===== src/rtl/fps_pkg.sv =====
package fps_pkg;
   localparam int INST_BYTES = 4;

   typedef enum logic [1:0] {
      CTL_NONE   = 2'd0,
      CTL_BLOCK  = 2'd1,
      CTL_SQUASH = 2'd2
   } ctl_act_e;
endpackage


===== src/rtl/fps_ctl_decode.sv =====
module fps_ctl_decode
   import fps_pkg::*;
(
   input  logic     req_i,
   input  logic     faulted_i,
   input  logic     is_ctrl_i,
   input  logic     is_ret_i,
   input  logic     pred_taken_i,
   output ctl_act_e act_o
);
   always_comb begin
      act_o = CTL_NONE;
      if (req_i && !faulted_i && is_ctrl_i) begin
         if (pred_taken_i)   act_o = CTL_SQUASH;
         else if (is_ret_i)  act_o = CTL_BLOCK;
      end
   end
endmodule


===== src/rtl/fps_sq_arb.sv =====
module fps_sq_arb #(
   parameter int SQP   = 2,
   parameter int TID_W = 2,
   parameter int SEQ_W = 16
) (
   input  logic [SQP-1:0]       vld_i,
   input  logic [SQP*TID_W-1:0] tid_i,
   input  logic [SQP*SEQ_W-1:0] seq_i,
   output logic [SQP-1:0]       acc_o
);
   always_comb begin
      for (int p = 0; p < SQP; p++) begin
         acc_o[p] = vld_i[p];
         for (int q = 0; q < SQP; q++) begin
            if (q < p && acc_o[q]
                && tid_i[q*TID_W +: TID_W] == tid_i[p*TID_W +: TID_W]
                && seq_i[q*SEQ_W +: SEQ_W] <= seq_i[p*SEQ_W +: SEQ_W])
               acc_o[p] = 1'b0;
         end
      end
   end
endmodule


===== src/rtl/fps_thread.sv =====
module fps_thread #(
   parameter int PC_W       = 32,
   parameter int SEQ_W      = 16,
   parameter int NUM_STG    = 5,
   parameter int STG_W      = 3,
   parameter int SQP        = 2,
   parameter int INST_BYTES = 4
) (
   input  logic                clk,
   input  logic                rst_n,
   input  logic                adv_i,
   input  logic                blk_i,
   input  logic [STG_W-1:0]    blk_stage_i,
   input  logic                reload_i,
   input  logic [PC_W-1:0]     reload_pc_i,
   input  logic [SQP-1:0]      sq_hit_i,
   input  logic [SQP-1:0]      sq_fault_i,
   input  logic [SQP*PC_W-1:0] sq_tgt_i,
   input  logic                deact_i,
   output logic [PC_W-1:0]     pc_o,
   output logic [SEQ_W-1:0]    seq_o,
   output logic                valid_o,
   output logic [NUM_STG-1:0]  unblock_o
);
   logic [PC_W-1:0]    pc_q, pc_d;
   logic [SEQ_W-1:0]   seq_q, seq_d;
   logic               vld_q, vld_d;
   logic [STG_W-1:0]   stg_q, stg_d;
   logic [NUM_STG-1:0] ub_d;

   always_comb begin
      pc_d  = pc_q;
      seq_d = seq_q;
      vld_d = vld_q;
      stg_d = stg_q;
      ub_d  = '0;
      if (adv_i) begin
         pc_d  = pc_q + PC_W'(INST_BYTES);
         seq_d = seq_q + 1'b1;
      end
      if (blk_i) begin
         vld_d = 1'b0;
         stg_d = blk_stage_i;
      end
      if (reload_i) begin
         pc_d  = reload_pc_i;
         vld_d = 1'b1;
      end
      for (int p = 0; p < SQP; p++) begin
         if (sq_hit_i[p]) begin
            if (sq_fault_i[p]) begin
               vld_d = 1'b0;
            end else begin
               pc_d = sq_tgt_i[p*PC_W +: PC_W];
               if (!vld_d && 32'(stg_d) < NUM_STG) ub_d[stg_d] = 1'b1;
               vld_d = 1'b1;
            end
         end
      end
      if (deact_i) begin
         vld_d = 1'b0;
         stg_d = '0;
      end
   end

   always_ff @(posedge clk) begin
      if (!rst_n) begin
         pc_q      <= '0;
         seq_q     <= '0;
         vld_q     <= 1'b0;
         stg_q     <= '0;
         unblock_o <= '0;
      end else begin
         pc_q      <= pc_d;
         seq_q     <= seq_d;
         vld_q     <= vld_d;
         stg_q     <= stg_d;
         unblock_o <= ub_d;
      end
   end

   assign pc_o    = pc_q;
   assign seq_o   = seq_q;
   assign valid_o = vld_q;
endmodule


===== src/rtl/fetch_pc_seq.sv =====
module fetch_pc_seq
   import fps_pkg::*;
#(
   parameter int NUM_THR = 4,
   parameter int PC_W    = 32,
   parameter int SEQ_W   = 16,
   parameter int NUM_STG = 5,
   parameter int SQP     = 2,
   parameter int TID_W   = $clog2(NUM_THR),
   parameter int STG_W   = $clog2(NUM_STG)
) (
   input  logic                       clk,
   input  logic                       rst_n,
   input  logic                       asg_req_i,
   input  logic [TID_W-1:0]           asg_tid_i,
   input  logic                       asg_faulted_i,
   output logic                       asg_ok_o,
   output logic [PC_W-1:0]            asg_pc_o,
   output logic [SEQ_W-1:0]           asg_seq_o,
   input  logic                       ctl_req_i,
   input  logic [TID_W-1:0]           ctl_tid_i,
   input  logic [STG_W-1:0]           ctl_stage_i,
   input  logic                       ctl_faulted_i,
   input  logic                       ctl_is_ctrl_i,
   input  logic                       ctl_is_ret_i,
   input  logic                       ctl_pred_taken_i,
   output logic [NUM_THR*NUM_STG-1:0] block_o,
   output logic                       sqo_vld_o,
   output logic [TID_W-1:0]           sqo_tid_o,
   output logic [STG_W-1:0]           sqo_stage_o,
   input  logic [SQP-1:0]             sq_vld_i,
   input  logic [SQP*TID_W-1:0]       sq_tid_i,
   input  logic [SQP*SEQ_W-1:0]       sq_seq_i,
   input  logic [SQP-1:0]             sq_fault_i,
   input  logic [SQP*PC_W-1:0]        sq_tgt_i,
   output logic [NUM_THR*NUM_STG-1:0] unblock_o,
   input  logic                       act_vld_i,
   input  logic [TID_W-1:0]           act_tid_i,
   input  logic                       trap_vld_i,
   input  logic [TID_W-1:0]           trap_tid_i,
   input  logic [PC_W-1:0]            arch_pc_i,
   input  logic                       deact_vld_i,
   input  logic [TID_W-1:0]           deact_tid_i
);
   localparam int BLK_W = NUM_THR * NUM_STG;

   if (NUM_THR < 2)          begin : g_bad_thr $error("NUM_THR must be at least 2"); end
   if (SQP < 1)              begin : g_bad_sqp $error("SQP must be at least 1"); end
   if (NUM_STG > (1 << STG_W)) begin : g_bad_stg $error("STG_W too narrow"); end
   if (PC_W < 8)             begin : g_bad_pc  $error("PC_W too narrow"); end

   logic [PC_W-1:0]   pc_arr  [NUM_THR];
   logic [SEQ_W-1:0]  seq_arr [NUM_THR];
   logic [NUM_THR-1:0]         thr_valid;
   logic [NUM_THR*SEQ_W-1:0]   thr_seq_flat;
   logic [NUM_THR-1:0]         sq_any;
   logic [SQP-1:0]             sq_acc;
   ctl_act_e                   ctl_act;
   logic [BLK_W-1:0]           block_q;
   logic                       sqo_vld_q;
   logic [TID_W-1:0]           sqo_tid_q;
   logic [STG_W-1:0]           sqo_stage_q;

   fps_ctl_decode u_ctl (
      .req_i        (ctl_req_i),
      .faulted_i    (ctl_faulted_i),
      .is_ctrl_i    (ctl_is_ctrl_i),
      .is_ret_i     (ctl_is_ret_i),
      .pred_taken_i (ctl_pred_taken_i),
      .act_o        (ctl_act)
   );

   fps_sq_arb #(.SQP(SQP), .TID_W(TID_W), .SEQ_W(SEQ_W)) u_arb (
      .vld_i (sq_vld_i),
      .tid_i (sq_tid_i),
      .seq_i (sq_seq_i),
      .acc_o (sq_acc)
   );

   assign asg_pc_o  = pc_arr[asg_tid_i];
   assign asg_seq_o = seq_arr[asg_tid_i];
   assign asg_ok_o  = asg_req_i && !asg_faulted_i
                      && thr_valid[asg_tid_i] && !sq_any[asg_tid_i];

   for (genvar t = 0; t < NUM_THR; t++) begin : g_thr
      logic [SQP-1:0] hit;
      for (genvar p = 0; p < SQP; p++) begin : g_hit
         assign hit[p] = sq_acc[p] && (sq_tid_i[p*TID_W +: TID_W] == TID_W'(t));
      end
      assign sq_any[t] = |hit;

      fps_thread #(
         .PC_W(PC_W), .SEQ_W(SEQ_W), .NUM_STG(NUM_STG), .STG_W(STG_W),
         .SQP(SQP), .INST_BYTES(INST_BYTES)
      ) u_thr (
         .clk         (clk),
         .rst_n       (rst_n),
         .adv_i       (asg_ok_o && asg_tid_i == TID_W'(t)),
         .blk_i       (ctl_act == CTL_BLOCK && ctl_tid_i == TID_W'(t)),
         .blk_stage_i (ctl_stage_i),
         .reload_i    ((act_vld_i && act_tid_i == TID_W'(t))
                       || (trap_vld_i && trap_tid_i == TID_W'(t))),
         .reload_pc_i (arch_pc_i),
         .sq_hit_i    (hit),
         .sq_fault_i  (sq_fault_i),
         .sq_tgt_i    (sq_tgt_i),
         .deact_i     (deact_vld_i && deact_tid_i == TID_W'(t)),
         .pc_o        (pc_arr[t]),
         .seq_o       (seq_arr[t]),
         .valid_o     (thr_valid[t]),
         .unblock_o   (unblock_o[t*NUM_STG +: NUM_STG])
      );
      assign thr_seq_flat[t*SEQ_W +: SEQ_W] = seq_arr[t];
   end

   always_ff @(posedge clk) begin
      if (!rst_n) begin
         block_q     <= '0;
         sqo_vld_q   <= 1'b0;
         sqo_tid_q   <= '0;
         sqo_stage_q <= '0;
      end else begin
         block_q <= '0;
         if (ctl_act == CTL_BLOCK && 32'(ctl_stage_i) < NUM_STG)
            block_q[32'(ctl_tid_i) * NUM_STG + 32'(ctl_stage_i)] <= 1'b1;
         sqo_vld_q   <= (ctl_act == CTL_SQUASH);
         sqo_tid_q   <= ctl_tid_i;
         sqo_stage_q <= ctl_stage_i;
      end
   end

   assign block_o     = block_q;
   assign sqo_vld_o   = sqo_vld_q;
   assign sqo_tid_o   = sqo_tid_q;
   assign sqo_stage_o = sqo_stage_q;
endmodule


===== config.mk =====
export PLATFORM = sky130hd
export DESIGN_NAME = fetch_pc_seq
export DESIGN_NICKNAME = d
export VERILOG_FILES = /design/src/rtl/fps_pkg.sv /design/src/rtl/fps_ctl_decode.sv /design/src/rtl/fps_sq_arb.sv /design/src/rtl/fps_thread.sv /design/src/rtl/fetch_pc_seq.sv
export SDC_FILE = /design/constraint.sdc
export NUM_CORES = 1
export LEC_CHECK = 0
export BUFFER_PORTS_ARGS = -buffer_cell sky130_fd_sc_hd__buf_2
export CAP_MARGIN = 20
export CELL_PAD_IN_SITES_DETAIL_PLACEMENT = 0
export CELL_PAD_IN_SITES_GLOBAL_PLACEMENT = 1
export CORE_MARGIN = 10
export CORE_UTILIZATION = 43
export CTS_CLUSTER_SIZE = 24
export DETAILED_ROUTE_END_ITERATION = 6
export PLACE_DENSITY_LB_ADDON = 0.25
export RECOVER_POWER = 25
export SYNTH_ARGS = -nofsm -noshare
export SYNTH_HDL_FRONTEND = slang
export SYNTH_SLANG_ARGS = --single-unit

===== constraint.sdc =====
create_clock -name clk -period 4.05 [get_ports clk]
set_clock_uncertainty 0.15 [all_clocks]
set_input_delay 0.6075 -clock clk [delete_from_list [all_inputs] [get_ports clk]]
set_output_delay 0.6075 -clock clk [all_outputs]
set_load 0.03 [all_outputs]

Word-level counts from Yosys, hierarchy flattened
Cells that the tools add are included.
{ "totals": {"register_bits": 254, "inputBits": 161, "out_inout_bits": 95, "wordCells": 256} }
{ "op_classes": {"addsub": 9, "mul": 1, "order_cmp": 18, "n_eq_ne": 24, "muxes": 94, "bitwise": 6, "reduce_logical": 80} }
{ "op_table": {"columns": ["cell", "n"], "rows": [
  ["32-bit 2-to-1 mux", 26],
  ["32-bit by 3-bit adder with 32-bit output, second input constant", 4],
  ["5-bit 2-to-1 mux", 24],
  ["16-bit by 1-bit adder with 16-bit output, second input constant", 4],
  ["32-bit binary-select mux with 2-bit select", 1],
  ["1-bit logical AND", 49],
  ["16-bit binary-select mux with 2-bit select", 1],
  ["16-bit 2-to-1 mux", 2],
  ["2-bit == test, second input constant", 15],
  ["1-bit 2-to-1 mux", 27],
  ["5-bit bitwise OR", 4],
  ["2-bit by 1-bit == test with 1-bit output, second input constant", 8],
  ["16-bit <= comparator", 1],
  ["3-bit by 4-bit less-than comparator with 1-bit output, second input constant", 4],
  ["2-bit OR reduction", 8],
  ["3-bit less-than comparator, second input constant", 5],
  ["2-bit logical NOT", 7],
  ["1-bit demux with 3-bit select", 4],
  ["3-bit by 1-bit >= comparator with 1-bit output, second input constant", 4],
  ["3-bit 2-to-1 mux", 4],
  ["1-bit logical NOT", 11],
  ["5-bit by 3-bit adder with 6-bit output", 1],
  ["6-bit by 1-bit >= comparator with 1-bit output, second input constant", 1],
  ["6-bit less-than comparator, second input constant", 1],
  ["11 further kinds", 16]
]} }

Logic depth before layout (Yosys ltp)
{ "logic_depth": {"word_depth": 18, "mapped_depth": 13, "depth_no_buf": 10} }

Cells and area by module
From an unflattened synthesis, not the netlist that was laid out.
{ "hier_totals": {"hier_cells": 2075, "hier_area_um2": 16857.4} }
{ "modules_own_cells": {"columns": ["mod", "n_inst", "cells_per_inst", "area_each_um2", "seq_area_each_um2"], "rows": [
  ["fps_thread at g_thr[0].u_thr ...", 3, 453, 3515.9, 1141.1],
  ["fps_thread at g_thr[3].u_thr", 1, 454, 3474.6, 1141.1],
  ["fetch_pc_seq", 1, 194, 2366.0, 520.5],
  ["fps_sq_arb", 1, 65, 442.9, 0.0],
  ["fps_ctl_decode", 1, 3, 26.3, 0.0]
]} }

Least setup slack after synthesis
No wires, ideal clock.
{ "synth_timing": {"kind": "in2out", "startpoint": "in sq_seq_i[30]", "endpoint": "out asg_ok_o", "arrival_ns": 3.455, "t_required_ns": 3.293, "slack_ns": -0.162, "stages": 13, "path_cell_list": "inv_1 -> ha_1 -> nand4_1 -> or4_1 -> o31a_1 -> o31a_2 -> buf_6 -> buf_4 -> buf_2 -> a211oi_1 -> a311o_1 -> nand4b_1 -> a21oi_1"} }
{ "synth_between": {"elab_chain_cells": 9, "elab_cells_between_ends": 15} }
{ "synth_rtl": {"columns": ["item", "line_no", "rtl"], "rows": [
  ["start, declared", "fetch_pc_seq.sv:33", "input logic [SQP*SEQ_W-1:0] sq_seq_i,"],
  ["16-bit <= comparator (*)", "fps_sq_arb.sv:17", "&& seq_i[q*SEQ_W +: SEQ_W] <= seq_i[p*SEQ_W +: SEQ_W])"],
  ["1-bit logical AND (*)", "fps_sq_arb.sv:17", null],
  ["1-bit 2-to-1 mux (*)", "fps_sq_arb.sv:15", "if (q < p && acc_o[q]"],
  ["1-bit logical AND", "fetch_pc_seq.sv:88", "assign hit[p] = sq_acc[p] && (sq_tid_i[p*TID_W +: TID_W] == TID_W'(t));"],
  ["2-bit OR reduction", "fetch_pc_seq.sv:90", "assign sq_any[t] = |hit;"],
  ["1-bit binary-select mux with 2-bit select (*)", "fetch_pc_seq.sv:83", "&& thr_valid[asg_tid_i] && !sq_any[asg_tid_i];"],
  ["1-bit 2-to-1 mux (implied by the code) (*)", "fetch_pc_seq.sv:83", null],
  ["1-bit logical NOT (*)", "fetch_pc_seq.sv:83", null],
  ["1-bit logical AND (*)", "fetch_pc_seq.sv:83", null],
  ["end, declared", "fetch_pc_seq.sv:17", "output logic asg_ok_o,"]
]} }
Mark *: on every way between the ends. The rest lies on a longest branch, timed or not. The select of a mux whose other input is x is not followed.

Worst setup path after layout
{ "layout_timing": {"startpoint": "in sq_seq_i[14]", "endpoint": "out asg_ok_o"} }
Same word-level chain as after synthesis.

==> flow_metrics.tcl <==
set metrics [dict create \
    crit_slowest_cell "or4_4" \
    start_util_pct 43.49 \
    period_needed_ns 3.927 \
    synthTopCellsByArea "dfxtp_1 31%, mux4_2 6.7%, a21oi_1 5.4%" \
    die_h_um 215.2 \
    post_cts_buffers 0 \
    drive_gt1_share_pct 21.38 \
    cp.required_ns 3.29 \
    place_congestion 0.9586 \
    cts_tree "done" \
    grt_max_degree 66 \
    cp-end-kind "primary output" \
    syn-cell-area_um2 16380 \
    htree_levels 2 \
    finalPower_mw 7.201 \
    cp-start-kind "input pin" \
    path_max_fanout 8 \
    tightest_slew_ns 1.409 \
    yosys_warnings 0 \
    synthDominantCellAreaShare_pct 31.04 \
    fp-row-count 71 \
    yosysTopAreaCell "dfxtp_1" \
    critPathBufInv 2 \
    grt_pass1_wl_um 106700 \
    antenna_found_initial 2 \
    r2r-start "g_thr[3].u_thr.pc_o[5]$_SDFF_PN0_" \
    hold_path.startpoint "ctl_pred_taken_i" \
    syn_inst 1997 \
    synth_ff_type "dfxtp_1" \
    post-route-period-util_pct 96.96 \
    cts-root-buf "clkbuf_16" \
    peakVddDrop_mv 0.2319 \
    critical-path-max-stage-delay_ns 0.59 \
    die_area_um2 46300 \
    synth_compound_area_share_pct 26.01 \
    critical_path_class "input pin to primary output" \
    ys_seq_elements 254 \
    synth-simple-area-share_pct 19.90 \
    wl_per_cell_um 25.58 \
    synth_xor_area_share_pct 6.951 \
    worst_slack_ns 0.1232 \
    ant_nets 0 \
    drc 0 \
    synthMuxAreaShare_pct 8.815 \
    core_area_um2 37670 \
    clock_latency_ns 0.54 \
    synth_top_family_by_area "compound AO/OA/AOI/OAI gates" \
    setup_viol 0 \
    pwr_density_cell_nw_per_um2 366.0 \
    die_w_um 215.2 \
    hold_class "input pin to register" \
    area_growth_pct 20.11 \
    max_cap_viol_count 0 \
    nNetsFinal 2431 \
    vias 17660 \
    syn_nets 2189 \
    cts_resized 0 \
    track_usage_pct 29.29 \
    yosys.area_share.adder_pct 2.414 \
    numPortBuffers 255 \
    grt_pass1_vias 17100 \
    cts.sink_count 254 \
    maxSlewHeadroom_pct 5.938 \
    cp-startpoint "sq_seq_i[14]" \
    grt_setup_unrepaired "false" \
    slew_viol_final 0 \
    pre_cts_ws_ns 0.02225 \
    final-hold-violation-count 0 \
    fmax_mhz 254.7 \
    p_leak_nw 7.302 \
    yosysSeqAreaShare_pct 31.04 \
    path_cells "buf_2 -> ha_1 -> nand4_1 -> or4_4 -> o31a_1 -> o31a_4 -> a211oi_2 -> a311o_1 -> nand4b_1 -> a21oi_2 -> buf_4" \
    cts_made_buffers 34 \
    setup_tns_ns 0 \
    yosysUniqueCellTypes 80 \
    status "complete, no violations" \
    via_per_inst 6.360 \
    async_flop_share_pct 0 \
    drt-initial-drc-count 2193 \
    cp_top_family "compound AO/OA/AOI/OAI gates" \
    worstPathArrival_ns 3.17 \
    place_hpwl_um 51420 \
    clk_pin_slew_ns 0.06 \
    io_pins 256 \
    clock_path_buffers 3 \
    overflow 0 \
    synth_area_per_cell_um2 8.202 \
    wl_um 71030 \
    cts-hold-fix-buffers 0 \
    synth_edf_count 0 \
    drt_first_pass_iters 7 \
]
==> logic make-up after synthesis <==
logic type / after synthesis
AND/OR/NAND/NOR: 675
AO/OA/AOI/OAI: 629
flip-flops: 254
buffers and inverters: 197
XOR/XNOR: 130
multiplexers: 81
adder cells (fa/ha/maj): 31
==> cells in the final DEF (no fill, tap or decap), drive strengths merged, types with 7 or more instances in the layout <==
cell type / count
inv: 53
and4: 10
or3: 33
mux2: 16
mux4: 49
o21ai: 167
nor3: 31
a31oi: 31
clkbuf: 96
a211oi: 38
xor2: 75
nand4: 36
nor3b: 12
a21oi: 181
a21o: 16
o2111ai: 8
o31ai: 12
a221oi: 44
dfxtp: 254
nor2: 178
nand2b: 10
a2111oi: 31
nor2b: 8
buf: 300
and2: 11
nand3: 89
nand2: 190
nand3b: 12
a222oi: 36
nor4: 7
and3: 24
ha: 30
clkinv: 9
mux2i: 16
o211ai: 18
or2: 7
xnor2: 55
==> per-layer routing <==
metal  vias up  global-route usage, %  share of wire (%)
met3       178                  6.390                 10
met4         0                  11.78                3.9
met1      8468                  37.53                 40
li1       7997                      -                  -
met5         -                      0                  0
met2      1019                  46.96                 45
==> where the power goes <==
group | switching (mW) | leakage (nW) | internal (mW)
sequential | 0.175 | 2.07 | 2.62
clock | 1.26 | 0.556 | 1.85
combinational | 0.797 | 4.67 | 0.491
total | 2.24 | 7.30 | 4.96
==> registers in the layout (all words and copies together) (netlist names) <==
name                   count
sqo_tid_o                  2
block_o                   20
sqo_vld_o                  1
g_thr.u_thr.unblock_o     20
g_thr.u_thr.pc_o         128
sqo_stage_o                3
g_thr.u_thr.seq_o         64
g_thr.u_thr.valid_o        4
g_thr.u_thr.stg_q         12
==> worst paths after layout <==
| kind | to | slack [ns] | cells past startpoint |
|---|---|---|---|
| min | sqo_vld_o$_SDFF_PN0_ | 0.15 | 2 |
| max | asg_ok_o | 0.12 | 11 |
| min reg2reg | g_thr[2].u_thr.stg_q[1]$_SDFF_PP0_ | 0.33 | 2 |
| max reg2reg | g_thr[3].u_thr.pc_o[28]$_SDFF_PN0_ | 0.61 | 9 |
==> synthesized netlist by cell type, drive strengths merged (24+ instances only) <==
library cell  count
inv              53
nand4            36
a21oi           181
a221oi           44
nor2            178
and3             24
a2111oi          31
nand3            89
clkbuf          117
nand2           190
o21ai           167
a31oi            31
dfxtp           254
buf              27
xor2             75
or3              33
a222oi           36
ha               30
xnor2            55
nor3             31
mux4             49
a211oi           38
==> through the flow <==
stage	utilization [%]	hold slack (ns)	instance area, um^2	instances
5_1_grt	52.23	0.1772	19670	2777
4_1_cts	52.35	0.1361	19720	2775
3_5_place_dp	49.31	0.3220	18570	2714
6_report	52.23	0.1535	19670	2777
3_3_place_gp	49.31	0.3143	18570	2714
2_1_floorplan	-	0.2986	16380	1997
==> layout make-up <==
class / instances / area [um^2]
fill: 3663 / 17990
multi-input combinational: 1546 / 10580
sequential: 254 / 5085
timing repair buffer: 350 / 2019
clock buffer: 46 / 987.2
tap: 511 / 639.4
inverter: 53 / 198.9
clock inverter: 15 / 157.7
antenna: 2 / 5.005
Power figures use the tool's default switching activity.
